`config.mk`:
```
export PLATFORM = sky130hd
export DESIGN_NAME = prd_chain_walker
export DESIGN_NICKNAME = d
export VERILOG_FILES = /design/src/rtl/prd_walk_pkg.sv /design/src/rtl/prd_entry_decode.sv /design/src/rtl/prd_walk_fsm.sv /design/src/rtl/prd_chain_walker.sv
export SDC_FILE = /design/constraint.sdc
export NUM_CORES = 1
export LEC_CHECK = 0
export BUFFER_PORTS_ARGS = -buffer_cell sky130_fd_sc_hd__buf_2
export CAP_MARGIN = 25
export CORE_ASPECT_RATIO = 0.6
export CORE_MARGIN = 1.5
export CORE_UTILIZATION = 52
export CTS_BUF_LIST = sky130_fd_sc_hd__clkbuf_8 sky130_fd_sc_hd__clkbuf_16
export DETAILED_ROUTE_END_ITERATION = 7
export GPL_TIMING_DRIVEN = 0
export PLACE_DENSITY = 0.86
export SKIP_LAST_GASP = 1
export SLEW_MARGIN = 20
export SYNTH_ARGS = -nofsm -noshare
export SYNTH_HDL_FRONTEND = slang
export SYNTH_HIERARCHICAL = 1
export SYNTH_SLANG_ARGS = --single-unit
```
`constraint.sdc`:
```
create_clock -name clk -period 4 [get_ports clk]
set_input_delay 0.6 -clock clk [delete_from_list [all_inputs] [get_ports clk]]
set_output_delay 0.6 -clock clk [all_outputs]
set_load 0.02 [all_outputs]
```
`src/rtl/prd_walk_pkg.sv`:
```
package prd_walk_pkg;

    localparam int unsigned PTR_W      = 32;
    localparam int unsigned ENTRY_W    = 128;
    localparam int unsigned ALIGN_LOG2 = 3;
    localparam int unsigned MODE_W     = 4;
    localparam int unsigned FLAG_ORD   = 4;
    localparam int unsigned FLAG_OUT   = 5;
    localparam int unsigned FLAG_LAST  = 7;

    typedef enum logic [1:0] {
        W_IDLE  = 2'd0,
        W_FETCH = 2'd1,
        W_WAIT  = 2'd2,
        W_ISSUE = 2'd3
    } walk_state_e;

    typedef struct packed {
        logic [PTR_W-1:0]  addr;
        logic              ordered;
        logic              dir_out;
        logic [MODE_W-1:0] mode;
    } xfer_cmd_t;

    typedef struct packed {
        logic [PTR_W-1:0]  buf_addr;
        logic [31:0]       len_units;
        logic [7:0]        flags;
        logic [MODE_W-1:0] mode;
        logic [PTR_W-1:0]  next_ptr;
    } prd_fields_t;

    function automatic logic ptr_aligned(input logic [PTR_W-1:0] p);
        return p[ALIGN_LOG2-1:0] == '0;
    endfunction

    function automatic prd_fields_t split_entry(input logic [ENTRY_W-1:0] raw);
        prd_fields_t f;
        f.buf_addr  = raw[31:0];
        f.len_units = raw[63:32];
        f.flags     = raw[71:64];
        f.mode      = raw[64+8+MODE_W-1:72];
        f.next_ptr  = raw[127:96];
        return f;
    endfunction

endpackage

```
`src/rtl/prd_entry_decode.sv`:
```
module prd_entry_decode
    import prd_walk_pkg::*;
#(
    parameter int unsigned LEN_W = 32
) (
    input  logic [ENTRY_W-1:0] raw,
    output xfer_cmd_t          cmd,
    output logic [LEN_W+2:0]   byte_cnt,
    output logic               is_last,
    output logic [PTR_W-1:0]   next_ptr,
    output logic               fault
);
    prd_fields_t      f;
    logic [LEN_W-1:0] len_used;
    logic             unused_fields;

    always_comb begin
        f            = split_entry(raw);
        len_used     = f.len_units[LEN_W-1:0];
        cmd.addr     = f.buf_addr;
        cmd.ordered  = f.flags[FLAG_ORD];
        cmd.dir_out  = f.flags[FLAG_OUT];
        cmd.mode     = f.mode;
        byte_cnt     = {len_used, {ALIGN_LOG2{1'b0}}};
        is_last      = f.flags[FLAG_LAST];
        next_ptr     = f.next_ptr;
        fault        = !ptr_aligned(f.buf_addr)
                     || (len_used == '0)
                     || (!is_last && !ptr_aligned(f.next_ptr));
    end

    assign unused_fields = ^{raw[95:76], raw[63:32], raw[71:64]};

endmodule

```
`src/rtl/prd_walk_fsm.sv`:
```
module prd_walk_fsm
    import prd_walk_pkg::*;
(
    input  logic             clk,
    input  logic             rst,
    input  logic             start,
    input  logic [PTR_W-1:0] start_ptr,
    input  logic             abort,
    input  logic             req_ready,
    input  logic             rsp_valid,
    input  logic             xfer_ready,
    input  logic             ent_fault,
    input  logic             ent_last,
    input  logic [PTR_W-1:0] ent_next,
    output walk_state_e      state,
    output logic [PTR_W-1:0] ptr,
    output logic             load,
    output logic             done_pulse,
    output logic             err_pulse
);
    logic             last_q;
    logic [PTR_W-1:0] next_q;

    assign load = (state == W_WAIT) && rsp_valid && !abort && !ent_fault;

    always_ff @(posedge clk) begin
        if (rst) begin
            state      <= W_IDLE;
            ptr        <= '0;
            last_q     <= 1'b0;
            next_q     <= '0;
            done_pulse <= 1'b0;
            err_pulse  <= 1'b0;
        end else begin
            done_pulse <= 1'b0;
            err_pulse  <= 1'b0;
            if (abort) begin
                state <= W_IDLE;
            end else begin
                unique case (state)
                    W_IDLE: begin
                        if (start) begin
                            if (ptr_aligned(start_ptr)) begin
                                ptr   <= start_ptr;
                                state <= W_FETCH;
                            end else begin
                                err_pulse <= 1'b1;
                            end
                        end
                    end
                    W_FETCH: begin
                        if (req_ready) state <= W_WAIT;
                    end
                    W_WAIT: begin
                        if (rsp_valid) begin
                            if (ent_fault) begin
                                err_pulse <= 1'b1;
                                state     <= W_IDLE;
                            end else begin
                                last_q <= ent_last;
                                next_q <= ent_next;
                                state  <= W_ISSUE;
                            end
                        end
                    end
                    W_ISSUE: begin
                        if (xfer_ready) begin
                            if (last_q) begin
                                done_pulse <= 1'b1;
                                state      <= W_IDLE;
                            end else begin
                                ptr   <= next_q;
                                state <= W_FETCH;
                            end
                        end
                    end
                    default: state <= W_IDLE;
                endcase
            end
        end
    end

endmodule

```
`src/rtl/prd_chain_walker.sv`:
```
module prd_chain_walker
    import prd_walk_pkg::*;
#(
    parameter int unsigned LEN_W = 32
) (
    input  logic               clk,
    input  logic               rst,
    input  logic               start,
    input  logic [31:0]        start_ptr,
    input  logic               abort,
    output logic               rd_req_valid,
    input  logic               rd_req_ready,
    output logic [31:0]        rd_req_addr,
    input  logic               rd_rsp_valid,
    input  logic [127:0]       rd_rsp_data,
    output logic               xfer_valid,
    input  logic               xfer_ready,
    output logic [31:0]        xfer_addr,
    output logic [LEN_W+2:0]   xfer_bytes,
    output logic               xfer_dir_out,
    output logic               xfer_ordered,
    output logic [3:0]         xfer_mode,
    output logic               busy,
    output logic               done,
    output logic               err
);
    xfer_cmd_t        dec_cmd;
    xfer_cmd_t        cmd_q;
    logic [LEN_W+2:0] dec_bytes;
    logic [LEN_W+2:0] bytes_q;
    logic             dec_last;
    logic [PTR_W-1:0] dec_next;
    logic             dec_fault;
    walk_state_e      state;
    logic [PTR_W-1:0] ptr;
    logic             load;

    prd_entry_decode #(.LEN_W(LEN_W)) dec_i (
        .raw      (rd_rsp_data),
        .cmd      (dec_cmd),
        .byte_cnt (dec_bytes),
        .is_last  (dec_last),
        .next_ptr (dec_next),
        .fault    (dec_fault)
    );

    prd_walk_fsm fsm_i (
        .clk        (clk),
        .rst        (rst),
        .start      (start),
        .start_ptr  (start_ptr),
        .abort      (abort),
        .req_ready  (rd_req_ready),
        .rsp_valid  (rd_rsp_valid),
        .xfer_ready (xfer_ready),
        .ent_fault  (dec_fault),
        .ent_last   (dec_last),
        .ent_next   (dec_next),
        .state      (state),
        .ptr        (ptr),
        .load       (load),
        .done_pulse (done),
        .err_pulse  (err)
    );

    always_ff @(posedge clk) begin
        if (rst) begin
            cmd_q   <= '0;
            bytes_q <= '0;
        end else if (load) begin
            cmd_q   <= dec_cmd;
            bytes_q <= dec_bytes;
        end
    end

    assign rd_req_valid = (state == W_FETCH);
    assign rd_req_addr  = ptr;
    assign xfer_valid   = (state == W_ISSUE);
    assign xfer_addr    = cmd_q.addr;
    assign xfer_bytes   = bytes_q;
    assign xfer_dir_out = cmd_q.dir_out;
    assign xfer_ordered = cmd_q.ordered;
    assign xfer_mode    = cmd_q.mode;
    assign busy         = (state != W_IDLE);

endmodule

```
; Word level (Yosys, flattened, before mapping)
; Cells that the tools add are included.
[totals]
reg_bits = 139
inputBits = 167
output_inout_bits = 110
word_cells = 66
[op_classes]
n_eq_ne = 9
n_mux = 19
bitwise = 4
reduce_logical = 23
[ops]
columns = cell, n
row1 = 2-to-1 mux 32 bit, 4
row2 = one-hot mux 32 bit (2 select lines), 1
row3 = logical NOT 32 bit, 1
row4 = 2-to-1 mux 2 bit, 6
row5 = logical NOT 3 bit, 3
row6 = one-hot mux 2 bit (4 select lines), 1
row7 = 2-to-1 mux 1 bit, 6
row8 = != test 2 x 1 -> 1 bit (second input constant), 3
row9 = != test 2 bit (second input constant), 3
row10 = AND reduction 6 bit, 1
row11 = logical NOT 1 bit, 5
row12 = AND reduction 5 bit, 1
row13 = == test 2 bit (second input constant), 2
row14 = logical AND 1 bit, 4
row15 = inverter 1 bit, 4
row16 = AND reduction 4 bit, 1
row17 = nonzero test 2 bit, 2
row18 = OR reduction 4 bit, 1
row19 = == test 2 x 1 -> 1 bit (second input constant), 1
row20 = logical NOT 2 bit, 1
row21 = logical OR 1 bit, 2
row22 = one-hot mux 1 bit (2 select lines), 1
row23 = OR reduction 2 bit, 1

; Longest topological paths before layout
; Gate-level depths: netlist (run 1).
[logic_depth]
word_depth = 7
mapped_depth = 11
ltp_nobuf = 7

; Hierarchy
; Netlist (run 1), hierarchy kept.
[by_module_without_submodules]
columns = module, n_inst, cells_each, area_per_inst_um2, seq_area_each_um2
row1 = prd_walk_fsm, 1, 324, 2825.2, 1381.3
row2 = prd_chain_walker, 1, 238, 2676.3, 1461.4
row3 = prd_entry_decode, 1, 120, 905.9, 0.0

; Worst setup path after synthesis (run 1)
; OpenSTA, ideal clock, no wires.
[synth_path]
path_type = input -> register
startpoint = in rd_rsp_data[56]
endpoint = reg cmd_q (netlist bit xfer_addr[0])
setup_ns = 0.128
t_arrival_ns = 2.505
required_ns = 3.872
slack_ns = 1.368
path_stages = 11
n_path_buf = 4
cell_sequence = nor4_2 nand4_1 o221ai_1 or3_1 clkbuf_1 clkinv_1 clkbuf_1 buf_12 buf_12 mux2i_1 nor2_1
[synth_via]
elab_chain_cells = 5
[synth_lines]
columns = element, line
row1 = "start, declared", prd_chain_walker.sv:15  ; input logic [127:0] rd_rsp_data,
row2 = logical NOT 32 bit, prd_entry_decode.sv:28  ; || (len_used == '0)
row3 = logical OR 1 bit, prd_entry_decode.sv:28
row4 = logical OR 1 bit, prd_entry_decode.sv:29  ; || (!is_last && !ptr_aligned(f.next_ptr));
row5 = named net dec_fault, prd_chain_walker.sv:33  ; logic dec_fault;
row6 = logical NOT 1 bit, prd_walk_fsm.sv:24  ; assign load = (state == W_WAIT) && rsp_valid && !abort && !ent_fault;
row7 = logical AND 1 bit, prd_walk_fsm.sv:24
row8 = named net load, prd_chain_walker.sv:36  ; logic load;
row9 = "end signal, assigned", prd_chain_walker.sv:71  ; cmd_q <= dec_cmd;
row10 = "end, declared", prd_chain_walker.sv:28  ; xfer_cmd_t cmd_q;
; The timed path passes the listed nets, and every way through them passes these cells.
; A chain may end at the register's enable or synchronous reset.

; Worst setup path after layout (run 1)
[layout_path]
startpoint = in rd_rsp_data[57]
endpoint = reg bytes_q[3] (netlist: xfer_bytes[3])
[layout_via]
elab_chain_cells = 5
[layout_lines]
columns = element, line
row1 = logical NOT 32 bit, prd_entry_decode.sv:28
row2 = logical OR 1 bit, prd_entry_decode.sv:28
row3 = logical OR 1 bit, prd_entry_decode.sv:29
row4 = named net dec_fault, prd_chain_walker.sv:33
row5 = logical NOT 1 bit, prd_walk_fsm.sv:24
row6 = logical AND 1 bit, prd_walk_fsm.sv:24
row7 = named net load, prd_chain_walker.sv:36
row8 = "end signal, assigned", prd_chain_walker.sv:72  ; bytes_q <= dec_bytes;
row9 = "end, declared", prd_chain_walker.sv:30  ; logic [LEN_W+2:0] bytes_q;
; The timed path passes the listed nets, and every way through them passes these cells.

==> metrics, run 1 <==
reg2reg start fsm_i/state[1]; Clock Power Share around 47%; commonest non-fill, non-tap cell in the layout buf_2; # resized after CTS 0; Routed wire per std cell approximately 15 um; antenna violations before repair 1; clk_skew 0.00911 ns; crit path time final about 3.3 ns; CTS tree yes; Rel. slew slack 45.5%; Area Overhead vs Synth 26.4%; r2r setup slk about 1.1 ns; die width 146 um; first-pass GRT wire length approximately 25,000 um; CTS Buffer Depth 2; io pins 277; grt ovf 0; Pint ~2.4 mW; crit path kind in -> reg; RSZ-0062 raised after global routing false; fmax between 300 and 400 MHz; fin nets between 1,000 and 1,500; Logic pwr share slightly above 7%; worst path bufs/invs 6; Root Driver clkbuf_16; syn_area_per_cell approximately 9.4 um2; Max rail drop VDD approximately 0.29 mV; worst reg2reg path depth 10; Slew Viols, Final 0; hold path depth 3; status completed; Post-Syn Area roughly 6400 um2; slowest stage delay, CP 0.46 ns; Min-Delay Endpoint xfer_addr[10]; Crit path arrival time around 3.5 ns; setup slack at placement between 0.3 and 0.4 ns; clk sinks roughly 140; drt pass-1 iters 4; DP HPWL around 13,000 um; register area share after synthesis between 40% and 50%; CP top delay family buffers and inverters; Pwr Total a little over 3 mW; library cells used by synthesis 34; CTS clk-pin slew, worst paths 0.06 ns; final wirelength between 15,000 and 20,000 um; die area roughly 13,000 um2; Min-Delay Startpoint rd_rsp_data[10]; largest net degree at the start of global routing 17; critical path launch point type primary input; fin cells ~1,100; core box area approximately 12,000 um2; starting density of the core between 50% and 60%; Worst Hold Class in -> reg; Synth Instances about 680; remaining antenna violation count 0; CTS Buf Count 17; vias in the first global route a little under 5,000; Pwr Density approximately 380 nW/um2; DP Cell Count 1,036; DR vias/cell 4.94; crit path capture type flop; clk_lat worst skew slightly below 0.4 ns; Fillers 1,007; P_leak 3.44 nW; Synth Warn # 6; DR vias roughly 5,300; hold_buf cts 0; Net Sw Frac 22.3%; Worst EP required about 4.3 ns; commonest non-fill, non-tap cells in the layout 190 x buf_2, 142 x dfxtp_1, 107 x nor2_1; sequential power share between 40% and 50%; CP max FO 10; Worst-Margin Slew roughly 0.82 ns; Setup Fix Bufs, Post-CTS 0; worst r2r dst xfer_bytes[3]; CTS HTree Levels 4; crit-path cells buf_2, nor4_2, nand4_1, o221ai_1, or3_1, clkbuf_1, clkinv_1, clkbuf_1, buf_12, buf_12, mux2i_1, nor2_1; Final Cycle Share between 80% and 90%; GRT Util Overall around 24%; endpoints failing setup 0; post-layout instance area ~8000 um2; switching component of the power roughly 690 uW; Yosys reg bits roughly 140; setup slack after layout 0.715 ns; starting DRC count in detailed routing roughly 170; Placed Area approximately 7600 um2; DRC errors left 0; final RePlAce weighted congestion approximately 0.88; Die H 89.0 um; IO buf count around 190; slowest CP cell o221ai_1; max-cap viol count 0; share of cells above drive strength 1 38.0%; Post-Route Setup TNS 0 ns; Final Hold Vio Count 0; FP Rows 31
-- synth_stat cells (all sizes together) --
cell type / n / area share [%]
or2: 2 / 0.20
clkbuf: 22 / 1.3
dfxtp: 142 / 44
a31oi: 1 / 0.098
a32oi: 1 / 0.14
o221ai: 1 / 0.14
inv: 5 / 0.29
o22a: 1 / 0.14
a21oi: 34 / 2.7
a211o: 1 / 0.14
or3: 2 / 0.20
nand3: 1 / 0.078
o21ai: 1 / 0.078
nand2: 67 / 3.9
clkinv: 1 / 0.059
nor4: 10 / 1.6
buf: 124 / 16
nor3: 6 / 0.47
nor2b: 3 / 0.29
mux2i: 105 / 16
conb: 1 / 0.059
nand4: 2 / 0.20
nor2: 107 / 6.3
o22ai: 2 / 0.20
o31a: 1 / 0.14
ha: 6 / 1.2
and2: 1 / 0.098
a211oi: 32 / 3.7
-- power by group through the flow --
stage                     sequential (mW)  clock, mW  combinational (mW)
after floorplan                      1.47          0               0.129
after global placement               1.46          0               0.218
after detailed placement             1.46          0               0.223
after CTS                            1.43       1.47               0.224
after global routing                 1.43       1.54               0.242
final                                1.43       1.44               0.224
-- routing by layer --
layer / part of all wire (%) / track usage, % / up-vias
met5: 0 / 0 / -
li1: - / - / 2603
met2: 45 / 38.8 / 155
met4: 1.1 / 7.53 / 0
met3: 5.4 / 5.66 / 12
met1: 48 / 33.6 / 2496
-- logic make-up after synthesis --
group / synth area share, %
flip-flops: 44.4
multiplexers: 16.4
AND/OR/NAND/NOR: 13.3
AO/OA/AOI/OAI: 7.46
other: 0.0585
buffers and inverters: 17.2
adder cells (fa/ha/maj): 1.17
-- worst max path at each step --
stage | depth (start not counted) | to | slack, ns | startpoint
detailed placement | 12 | xfer_bytes[3] | 0.39 | rd_rsp_data[57]
global placement | 12 | xfer_addr[14] | 0.46 | rd_rsp_data[57]
finish | 12 | xfer_bytes[3] | 0.72 | rd_rsp_data[57]
global route | 12 | xfer_bytes[3] | 0.50 | rd_rsp_data[57]
floorplan | 11 | xfer_addr[0] | 1.37 | rd_rsp_data[56]
CTS | 12 | xfer_bytes[3] | 0.79 | rd_rsp_data[57]
-- state kept, by name (all words and copies together), names as in the netlist --
register / cells
fsm_i/next_q: 32
fsm_i/state: 2
xfer_bytes: 35
xfer_ordered: 1
fsm_i/ptr: 32
fsm_i/err_pulse: 1
fsm_i/last_q: 1
xfer_mode: 4
xfer_addr: 32
fsm_i/done_pulse: 1
xfer_dir_out: 1
-- stage by stage --
| step | util [%] | hold WS (ns) |
|---|---|---|
| floorplan | - | 0.436 |
| global placement | 62.9 | 0.442 |
| detailed placement | 62.9 | 0.448 |
| CTS | 67.3 | 0.422 |
| global route | 67.3 | 0.425 |
| finish | 67.3 | 0.437 |
-- layout make-up --
cell class              count  area (um2)  share of cell area, %
multi-input cells         390        2470                   30.5
well taps                 165         206                   2.55
diodes                      1        2.50                 0.0309
clock inverters            12        98.8                   1.22
inverters                   6        22.5                  0.278
clock buffers              18         439                   5.42
plain buffers             146        1080                   13.3
repair buffers            187         936                   11.6
flip-flops and latches    142        2840                   35.1
-- worst reg2reg max path, cell delays in order (launching register included) --
cell	delay, ns
dfxtp_1	0.52
ha_1	0.27
nand2_1	0.06
or3_1	0.30
clkbuf_1	0.22
clkinv_1	0.18
clkbuf_1	0.49
buf_12	0.25
buf_12	0.17
mux2i_1	0.23
nor2_1	0.07
Power figures use the tool's default switching activity.
==> run 2: changes to the inputs <==
- ABC_AREA: unset -> 1
- CORE_UTILIZATION: 52 -> 50
- PLACE_DENSITY: 0.86 -> 0.81
- clock period: 4 -> 3.42 ns (I/O delays scaled with it)
==> run 2 against run 1 <==
  * Non-clock buffer count increased by 16
  * Cell area increased by 11%
  * Combinational power increased by 74%
  * Critical path depth decreased by 2
  * Critical path type is now reg -> reg
  * Largest cell class unchanged
==> metrics, run 2 <==
starting density of the core 51.9% (-1.3 points); post-layout instance area 9010 um2 (+11%); worst r2r dst xfer_bytes[23]; die width 158 um (+8.0%); top post-synthesis cells by area dfxtp_1 39%, nor2_1 14%, nand2_1 12%; fmax 466 MHz; Slew Viols, Final 0 (unchanged); CP max FO 11 (+1); crit-path cells inv_1, ha_1, nand2_1, nor3_4, buf_4, buf_6, buf_6, nand2_1, nand2_1, nor2_1; top_reg_cell synth dfxtp_1; Min-Delay Endpoint fsm_i/next_q[3]; hold_buf cts 0 (unchanged); Area Overhead vs Synth 25.0%; Worst-Margin Slew 0.581 ns (-0.236 ns); DR vias 6,740 (+28%); CTS Buffer Depth 2 (unchanged); die area 15,200 um2 (+16%); IO buf count 187 (unchanged); Worst EP required 3.72 ns (-0.53 ns); RSZ-0062 raised after global routing false; Final Hold Vio Count 0 (unchanged); clk sinks 142 (unchanged); Post-Syn Area 7210 um2 (+12%); DRC errors left 0 (unchanged); CTS HTree Levels 4 (unchanged); library cells used by synthesis 24 (-29%); Pwr Density 443 nW/um2 (+16%); critical path launch point type flop; P_leak 4.79 nW (+39%); Synth Warn # 6 (unchanged); Routed wire per std cell 13.0 um (-14%); Synth top area share 39.5% (-4.9 points); ys async rst share 0% (unchanged); final wirelength 19,100 um (+18%); Worst Hold Class in -> reg; Rel. slew slack 61.3% (+16 points); status completed; io pins 277 (unchanged); first-pass GRT wire length 30,000 um (+21%); hold path depth 3 (unchanged); share of cells above drive strength 1 29.7% (-8.2 points); CTS tree yes; clk_skew 0.0128 ns (+0.00369 ns); Die H 96.0 um (+7.9%); starting DRC count in detailed routing 471 (+180%); Final Cycle Share about 63%; core box area 13,900 um2 (+15%); crit path time final 2.15 ns; reg2reg start fsm_i/state[0]; Yosys reg bits 142 (unchanged); drt pass-1 iters 6 (+2); Synth Instances 1,053 (+54%); Root Driver clkbuf_16; critical path's most frequent cell nand2_1; Post-Route Setup TNS 0 ns (unchanged); remaining antenna violation count 0 (unchanged); max FFs per register 35 (unchanged); Max rail drop VDD 0.295 mV (+2.4%); CTS Buf Count 17 (unchanged); crit path kind reg -> reg; largest net degree at the start of global routing 17 (unchanged); register area share after synthesis 39.5% (-4.9 points); antenna violations before repair 2 (+1); slowest CP cell dfxtp_1; syn_area_per_cell 6.84 um2 (-27%); Setup Fix Bufs, Post-CTS 0 (unchanged); CTS clk-pin slew, worst paths 0.06 ns (about the same); DP HPWL 14,600 um (+15%); vias in the first global route 6,131 (+25%); commonest non-fill, non-tap cells in the layout 275 x nor2_1, 236 x nand2_1, 210 x buf_2; Placed Area 8390 um2 (+11%); FP Rows 33 (+6.5%); fin nets 1,434 (+35%); final RePlAce weighted congestion 0.881 (-0.28%); Min-Delay Startpoint rd_rsp_data[99]; commonest non-fill, non-tap cell in the layout nor2_1; endpoints failing setup 0 (unchanged); # resized after CTS 0 (unchanged); GRT Util Overall 25.5% (+1.1 points); count leader, synth nor2_1; DR vias/cell 4.59 (-7.0%); max-cap viol count 0 (unchanged); Crit path arrival time 2.45 ns (-1.09 ns); crit path capture type flop; synth cell count leaders 275 x nor2_1, 236 x nand2_1, 142 x dfxtp_1, 111 x buf_4, 87 x inv_1; clk_lat worst skew 0.41 ns (+0.02 ns); grt ovf 0 (unchanged); post-synth top area cell dfxtp_1; r2r setup slk 1.27 ns (+0.15 ns); EDFF count, synth 0 (unchanged); worst reg2reg path depth 10 (unchanged); slowest stage delay, CP 0.39 ns (-0.07 ns)
run 2: critical path, delay by kind of cell (launching register included):
kind,cells,cell delay (ns)
buf+inv,4,0.80
fa+ha+maj,1,0.23
simple gates,5,0.60
flops,1,0.39
run 2: metal layers:
metal  vias to the layer above  track usage (%)  part of all wire [%]
met5                         -                0                 0.063
met4                         2             6.93                   1.2
met3                        20             6.35                   7.4
met2                       214             38.3                    41
li1                       3506                -                     -
met1                      2998             36.4                    50
run 2: cell type report:
type	instances	area, um2
Antenna cell	2	5.00
Sequential cell	142	2840
Clock buffer	17	425
Clock inverter	15	188
Fill cell	1305	4870
Multi-Input combinational cell	662	2820
Tap cell	192	240
Buffer	162	1210
Timing Repair Buffer	187	936
Inverter	89	334
run 2: how the worst max path moves through the flow:
stage / from / end / slack [ns] / depth (start not counted)
floorplan: rd_rsp_data[1] / xfer_addr[21] / 1.51 / 10
global placement: rd_rsp_data[97] / xfer_addr[4] / 0.93 / 11
detailed placement: rd_rsp_data[97] / xfer_bytes[23] / 0.89 / 11
CTS: fsm_i/state[0] / xfer_bytes[23] / 1.28 / 10
global route: fsm_i/state[0] / xfer_bytes[23] / 1.11 / 10
finish: fsm_i/state[0] / xfer_bytes[23] / 1.27 / 10
run 2: report_power, final:
group	switching [mW]	internal (mW)	total (mW)	leakage (nW)
Sequential	0.0100	1.67	1.68	1.15
Clock	0.754	1.16	1.92	0.296
Combinational	0.202	0.188	0.390	3.35
Total	0.966	3.02	3.99	4.79
run 2: through the flow:
step / total power [mW] / hold slack (ns) / worst slack, ns / std cells / utilization (%)
finish: 3.99 / 0.328 / 1.27 / 1468 / 64.9
global route: 4.14 / 0.323 / 1.11 / 1466 / 64.9
CTS: 4.02 / 0.318 / 1.28 / 1466 / 64.9
detailed placement: 2.10 / 0.459 / 0.887 / 1434 / 60.5
global placement: 2.10 / 0.453 / 0.930 / 1434 / 60.5
floorplan: 1.98 / 0.449 / 1.51 / 1055 / -
run 2: kinds of logic after synthesis:
| logic type | share of synthesized area [%] |
|---|---|
| adders and majority gates | 1.04 |
| buffers and inverters | 21.5 |
| DFF | 39.5 |
| AOI/OAI and AO/OA | 8.28 |
| and+or+nand+nor | 29.7 |
| other | 0.0520 |
